### src/rtl/avg_pkg.sv
package avg_pkg;
  localparam int unsigned WORD_W = 64;
  localparam int unsigned NUM_SZ = 4;

  typedef enum logic [1:0] {
    LS_B8  = 2'b00,
    LS_B16 = 2'b01,
    LS_B32 = 2'b10,
    LS_B64 = 2'b11
  } lane_sz_e;

  // Mask of lane 0 for a given lane width code.
  function automatic logic [WORD_W-1:0] low_lane_mask(lane_sz_e sz);
    logic [WORD_W-1:0] m;
    case (sz)
      LS_B8:   m = {{(WORD_W-8){1'b0}},  {8{1'b1}}};
      LS_B16:  m = {{(WORD_W-16){1'b0}}, {16{1'b1}}};
      LS_B32:  m = {{(WORD_W-32){1'b0}}, {32{1'b1}}};
      default: m = {WORD_W{1'b1}};
    endcase
    return m;
  endfunction
endpackage

### src/rtl/avg_lane.sv
module avg_lane #(
  parameter int unsigned W = 8
) (
  input  logic [W-1:0] a,
  input  logic [W-1:0] b,
  output logic [W-1:0] y
);
  localparam int unsigned SUM_W = W + 1;

  logic [SUM_W-1:0] sum;

  always_comb begin
    sum = {1'b0, a} + {1'b0, b} + SUM_W'(1);
    y   = sum[SUM_W-1:1];
  end

  // Lane average must lie between the two operands.
  always_comb begin
    p_avg_between_r1: assert (((y >= a) && (y <= b)) || ((y >= b) && (y <= a)))
      else $error("lane average outside operand range");
  end
endmodule

### src/rtl/avg_packed.sv
module avg_packed #(
  parameter int unsigned WORD_W = 64,
  parameter int unsigned W      = 8
) (
  input  logic [WORD_W-1:0] a,
  input  logic [WORD_W-1:0] b,
  output logic [WORD_W-1:0] y
);
  localparam int unsigned LANES = WORD_W / W;

  for (genvar gi = 0; gi < LANES; gi++) begin : g_lane
    avg_lane #(.W(W)) u_lane (
      .a (a[gi*W +: W]),
      .b (b[gi*W +: W]),
      .y (y[gi*W +: W])
    );
  end
endmodule

### src/rtl/avg_merge.sv
module avg_merge
  import avg_pkg::*;
(
  input  logic [WORD_W-1:0] pk [NUM_SZ],
  input  lane_sz_e          sz,
  input  logic              scalar_only,
  input  logic [WORD_W-1:0] dst_old,
  output logic [WORD_W-1:0] y
);
  logic [WORD_W-1:0] sel;
  logic [WORD_W-1:0] keep_mask;

  always_comb begin
    sel       = pk[sz];
    keep_mask = scalar_only ? ~low_lane_mask(sz) : '0;
    y         = (sel & ~keep_mask) | (dst_old & keep_mask);
  end
endmodule

### src/rtl/pkd_rnd_avg.sv
module pkd_rnd_avg
  import avg_pkg::*;
(
  input  logic        clk,
  input  logic        rst_n,
  input  logic        in_valid,
  input  logic [63:0] src_a,
  input  logic [63:0] src_b,
  input  logic [63:0] dst_old,
  input  logic [1:0]  lane_sz,
  input  logic        scalar_only,
  output logic [63:0] res_q,
  output logic        done_q
);
  logic [WORD_W-1:0] pk [NUM_SZ];
  logic [WORD_W-1:0] merged;
  logic [WORD_W-1:0] res_d;
  logic              done_d;

  for (genvar gs = 0; gs < NUM_SZ; gs++) begin : g_size
    localparam int unsigned LW = 8 << gs;
    avg_packed #(.WORD_W(WORD_W), .W(LW)) u_pk (
      .a (src_a),
      .b (src_b),
      .y (pk[gs])
    );
  end

  avg_merge u_merge (
    .pk          (pk),
    .sz          (lane_sz_e'(lane_sz)),
    .scalar_only (scalar_only),
    .dst_old     (dst_old),
    .y           (merged)
  );

  // Next-state
  always_comb begin
    res_d  = in_valid ? merged : res_q;
    done_d = in_valid;
  end

  // Registers
  always_ff @(posedge clk or negedge rst_n) begin
    if (!rst_n) begin
      res_q  <= '0;
      done_q <= 1'b0;
    end else begin
      res_q  <= res_d;
      done_q <= done_d;
    end
  end

  p_done_after_strobe_r6: assert property (@(posedge clk) disable iff (!rst_n)
    in_valid |=> done_q);
  p_done_idle_r6: assert property (@(posedge clk) disable iff (!rst_n)
    !in_valid |=> !done_q);
  p_hold_idle_r7: assert property (@(posedge clk) disable iff (!rst_n)
    !in_valid |=> $stable(res_q));
  p_scalar_upper8_r5: assert property (@(posedge clk) disable iff (!rst_n)
    (in_valid && scalar_only && lane_sz == 2'b00) |=> (res_q[63:8] == $past(dst_old[63:8])));
  p_scalar_upper32_r5: assert property (@(posedge clk) disable iff (!rst_n)
    (in_valid && scalar_only && lane_sz == 2'b10) |=> (res_q[63:32] == $past(dst_old[63:32])));
endmodule

### config.mk
export PLATFORM = sky130hd
export DESIGN_NAME = pkd_rnd_avg
export DESIGN_NICKNAME = d
export VERILOG_FILES = /design/src/rtl/avg_pkg.sv /design/src/rtl/avg_lane.sv /design/src/rtl/avg_packed.sv /design/src/rtl/avg_merge.sv /design/src/rtl/pkd_rnd_avg.sv
export SDC_FILE = /design/constraint.sdc
export NUM_CORES = 1
export LEC_CHECK = 0
export ABC_AREA = 1
export BUFFER_PORTS_ARGS = -buffer_cell sky130_fd_sc_hd__buf_4
export CORE_ASPECT_RATIO = 1.5
export CORE_UTILIZATION = 50
export CTS_CLUSTER_SIZE = 12
export DETAILED_ROUTE_END_ITERATION = 10
export PLACE_DENSITY = 0.79
export SKIP_CTS_REPAIR_TIMING = 1
export SYNTH_ARGS = -nofsm -noshare
export SYNTH_HDL_FRONTEND = slang
export SYNTH_SLANG_ARGS = --single-unit
export TNS_END_PERCENT = 30
### constraint.sdc
create_clock -name clk -period 0.8 [get_ports clk]
set_input_delay 0.16 -clock clk [delete_from_list [all_inputs] [get_ports clk]]
set_output_delay 0.16 -clock clk [all_outputs]
set_load 0.01 [all_outputs]
==> reports/results.txt, run 1 <==
Synth Area in Compound Gates: 18.5%
io pins: 263
register area share after synthesis: 15.7%
Simple-Gate Fraction of Synth Area: 39.7%
row count: 64
Distinct cells, synth: 47
Avg Cell Area, Syn: 5.50 um2
overall routing resource usage: 81.6%
Syn Nets: 2159
Synth Area in Adders: 10.0%
Synth Area in XOR/XNOR: 3.38%
Synth Flop Type: dfrtp_1
worst endpoint after global-route timing repair: res_q[17]$_DFFE_PN0P_/D
clk sink count: 65
DP Area: 15400 um2
status: aborted with a tool error
worst-case clock buffer depth: 2
FF+latch count, synth: 65
DP Cell Count: 2717
initial core utilization: 50.9%
Port Buffers: 254
clock root cell: clkbuf_16
routability cong.: 1.09
maximum level of the CTS H-tree: 3
mux share of post-synthesis cell area: 0%
largest family of logic cells by synthesized area: simple AND/OR/NAND/NOR gates
Fail Step: global routing
Die H: 178 um
DP HPWL: 43200 um
Ys Warns: 0
die width: 120 um
FFs w/ async S/R, synth: 100%
tool error: [ERROR GRT-0232] Routing congestion too high. Check the congestion heatmap in the GUI.
Mapped Area: 10400 um2
GRT overflow: 346
pre-CTS setup slack: -1.80 ns
largest net degree at the start of global routing: 40
Worst EP kind: sequential cell input
CTS Buf Count: 9
Mapped Cells: 1883
Post-synth EDFFs: 0
## synth_stat cells, types with 2 or more instances
library cell    n  share of area, %
a21o_1          2              0.14
nor3_2          3              0.29
a21boi_0        2              0.14
buf_1           5              0.18
a21oi_2         2              0.17
ha_1           70               8.5
and2_1          3              0.18
nor4_1          7              0.42
o31ai_1         2              0.14
o21ai_0       138               6.7
nor2_2         13              0.79
nand4_1         5              0.30
nor2_4          3              0.33
clkbuf_1       25              0.91
xnor2_1        10              0.85
nand2_2         9              0.54
nand3b_1        4              0.29
a21oi_1       133               6.4
buf_2           9              0.43
o21a_1          2              0.14
nor2_1        160               5.8
o211ai_1       14               1.0
fa_1            8               1.5
inv_2           8              0.29
a31oi_1        14              0.85
o21ai_1         8              0.39
nor3_1         14              0.68
xor2_1         30               2.5
or2_2           6              0.36
inv_1         293                11
nand3_1       105               5.1
o21ai_2         3              0.25
o21bai_1       23               1.7
clkinv_1        5              0.18
dfrtp_1        65                16
nand2_1       667                24
a22oi_1         3              0.22
## logic make-up after synthesis
logic type,count (synthesis)
buffers and inverters,346
XOR/XNOR,40
AND/OR/NAND/NOR,1004
adder cells (fa/ha/maj),78
AO/OA/AOI/OAI,350
flip-flops,65
## metrics by stage
stage                     utilization [%]  hold WS, ns
after floorplan                         -       -0.136
after global placement               75.6        0.134
after detailed placement             75.6        0.143
after CTS                            77.4       -0.230
## layer usage
metal	global-route usage [%]	GRT overflow
met3	65.0	3
met2	102	226
met4	93.4	116
met1	76.2	1
met5	17.3	0
==> run 2: changes to the inputs <==
CORE_ASPECT_RATIO = not set   (was 1.5)
CORE_UTILIZATION = 35   (was 50)
CTS_CLUSTER_SIZE = not set   (was 12)
PLACE_DENSITY = not set   (was 0.79)
PLACE_DENSITY_LB_ADDON = 0.15   (was not set)
clock period = 1 ns   (was 0.8 ns; I/O delays follow)
==> run 2 against run 1 <==
The flow now finishes, with violations (setup timing); synthesized area unchanged; synthesized cell count unchanged.
==> reports/results.txt, run 2 <==
Post-synth EDFFs: 0 (unchanged)
Worst EP arrival: 2.20 ns
DP HPWL: 41700 um (-3.5%)
Synth Flop Type: dfrtp_1
Ys Warns: 0 (unchanged)
cell taking the most area after synthesis: nand2_1
routability cong.: 0.986 (-9.3%)
Slew HR: 70.3%
number of global-route vias before repair: 13200
worst-case clock buffer depth: 2 (unchanged)
diode count: 0
PD cells: 943 nW/um2
Util after Layout: 68.1%
final worst setup slack: -0.985 ns
post-route ant nets: 0
synth top area cells: nand2_1 (24%), dfrtp_1 (16%), inv_1 (11%)
register share of total power: 18.2%
DP Cell Count: 2852 (+5.0%)
failing checks: setup timing
core region area: 28900 um2
io pins: 263 (unchanged)
initial antenna violation count: 0
number of flip-flops in the largest register: 64
clk sink count: 65 (unchanged)
Clk pin slew, worst setup/hold paths: 0.06 ns
Mapped Area: 10400 um2 (unchanged)
Synth top cells by count: nand2_1 (667), inv_1 (293), nor2_1 (160)
min Tclk post-route: 1.99 ns
max_cap viols: 0
Die H: 174 um (-2.4%)
critical path class: input pin to register
initial core utilization: 35.8% (-15 points)
Yosys top cell area share: 24.2% (unchanged)
P_leak: 10.0 nW
Port Buffers: 254 (unchanged)
overall routing resource usage: 31.4%
maximum level of the CTS H-tree: 3 (unchanged)
Worst setup SP type: input pin
DRT Wirelength: 52800 um
DP Area: 15600 um2 (+1.7%)
GRT overflow: 0
most frequent cells in the layout: buf_4 (568), nand2_1 (436), inv_1 (233)
Logic pwr share: 66.7%
clock root cell: clkbuf_16
Max Freq: 0.504 GHz
CTS tree: built
Data required, critical path: 1.22 ns
design area: 19700 um2
DR iter-0 viols: 1339
register area share after synthesis: 15.7% (unchanged)
DR WL/cell: 18.1 um
pre-CTS setup slack: -1.55 ns (+0.248 ns)
P&R area growth vs syn: 90.4%
reg-to-reg slack, setup: 0.28 ns
final cycle utilization of the critical path: 199%
Net Sw Power: 8.16 mW
PnR Total Power: 18.6 mW
Final setup viols: 128
Via density: 5.15
die area: 30300 um2
Distinct cells, synth: 47 (unchanged)
Crit. End Element: register
switching part of the total power: 43.9%
die width: 174 um (+46%)
Syn Nets: 2159 (unchanged)
CP max FO: 4
Mapped Cells: 1883 (unchanged)
FF+latch count, synth: 65 (unchanged)
Largest regs: res_q x64, done_q x1
Avg Cell Area, Syn: 5.50 um2 (unchanged)
Clock power frac: 15.0%
worst hold path type: input pin to register
Top reg by flops: res_q
fin cells: 2909
Int Pwr: 10.4 mW
FFs w/ async S/R, synth: 100% (unchanged)
DR DRC count: 0
via count: 15000
layout cells sized above 1: 52.8%
RSZ-0062 raised after global routing: true
Slew @ Worst Pin: 0.444 ns
Skew-Pair Late Insertion Delay: 0.32 ns
CTS Buf Count: 9 (unchanged)
clock skew: 0 ns
DRT Pass-1 Iters: 5
row count: 62 (-3.1%)
most common cell after layout, fill and taps aside: buf_4
status: complete, but fails checks
Final Hold Viols: 0
most common cell in the synthesized netlist: nand2_1
Final #Nets: 2798
largest net degree at the start of global routing: 66
first-pass GRT wire length: 73300 um
Slew Limit Fails: 0
Worst VDD drop: 0.928 mV
## run 2: cell counts after synthesis
Identical to the previous run, type by type.
## run 2: per-stage QoR
stage | hold WS (ns) | setup TNS, ns
final | 0.140 | -48.47
after global placement | 0.237 | -77.68
after global routing | 0.147 | -55.39
after CTS | -0.108 | -61.47
after detailed placement | 0.239 | -78.55
after floorplan | -0.0956 | -42.53
## run 2: cell type report
class	instances	area [um2]
clock buffer	10	229
clock inverter	4	22.5
fill	2509	9220
inverter	306	1170
multi-input combinational	1472	10700
sequential	65	1630
tap	384	480
timing repair buffer	668	5480
## run 2: final timing paths
check / to / startpoint / cells after the start
worst max-delay path: res_q[62] / src_a[54] / 17
worst min-delay path: res_q[17] / dst_old[17] / 3
worst max register to register: res_q[50] / res_q[50] / 2
worst min register to register: res_q[33] / res_q[33] / 2
max in group asynchronous: res_q[56] / rst_n / 3
min in group asynchronous: res_q[0] / rst_n / 3
## run 2: critical path, cell delays in order
cell and delay (ns):
buf_4 0.12, ha_4 0.29, nand2_4 0.07, buf_6 0.13, nor2_4 0.10, nor2_2 0.05
buf_4 0.12, nand2_1 0.06, inv_2 0.04, o211ai_1 0.39, nand3_1 0.23, nand2_1 0.12
nand2_1 0.05, nand2_1 0.06, nand2_1 0.05, nand2_1 0.06, nand2_1 0.04
## run 2: power groups by stage
stage | logic [mW] | registers (mW) | clock network [mW]
after global routing | 13.2 | 3.43 | 2.93
after global placement | 9.21 | 3.38 | 0
final | 12.4 | 3.39 | 2.80
after floorplan | 4.11 | 3.54 | 0
after CTS | 9.31 | 3.34 | 2.83
after detailed placement | 9.27 | 3.38 | 0
## run 2: routing by layer
metal	global-route usage, %	part of all wire (%)
met5	0	0
met3	2.97	7.8
met4	5.96	2.5
met2	47.7	44
met1	47.7	46
## run 2: kinds of logic after synthesis
kind of cell | share of synthesized area [%]
fa+ha+maj | 10.0
xor+xnor | 3.38
flops | 15.7
compound gates | 18.5
simple gates | 39.7
buf+inv | 12.7
Power figures use the tool's default switching activity.
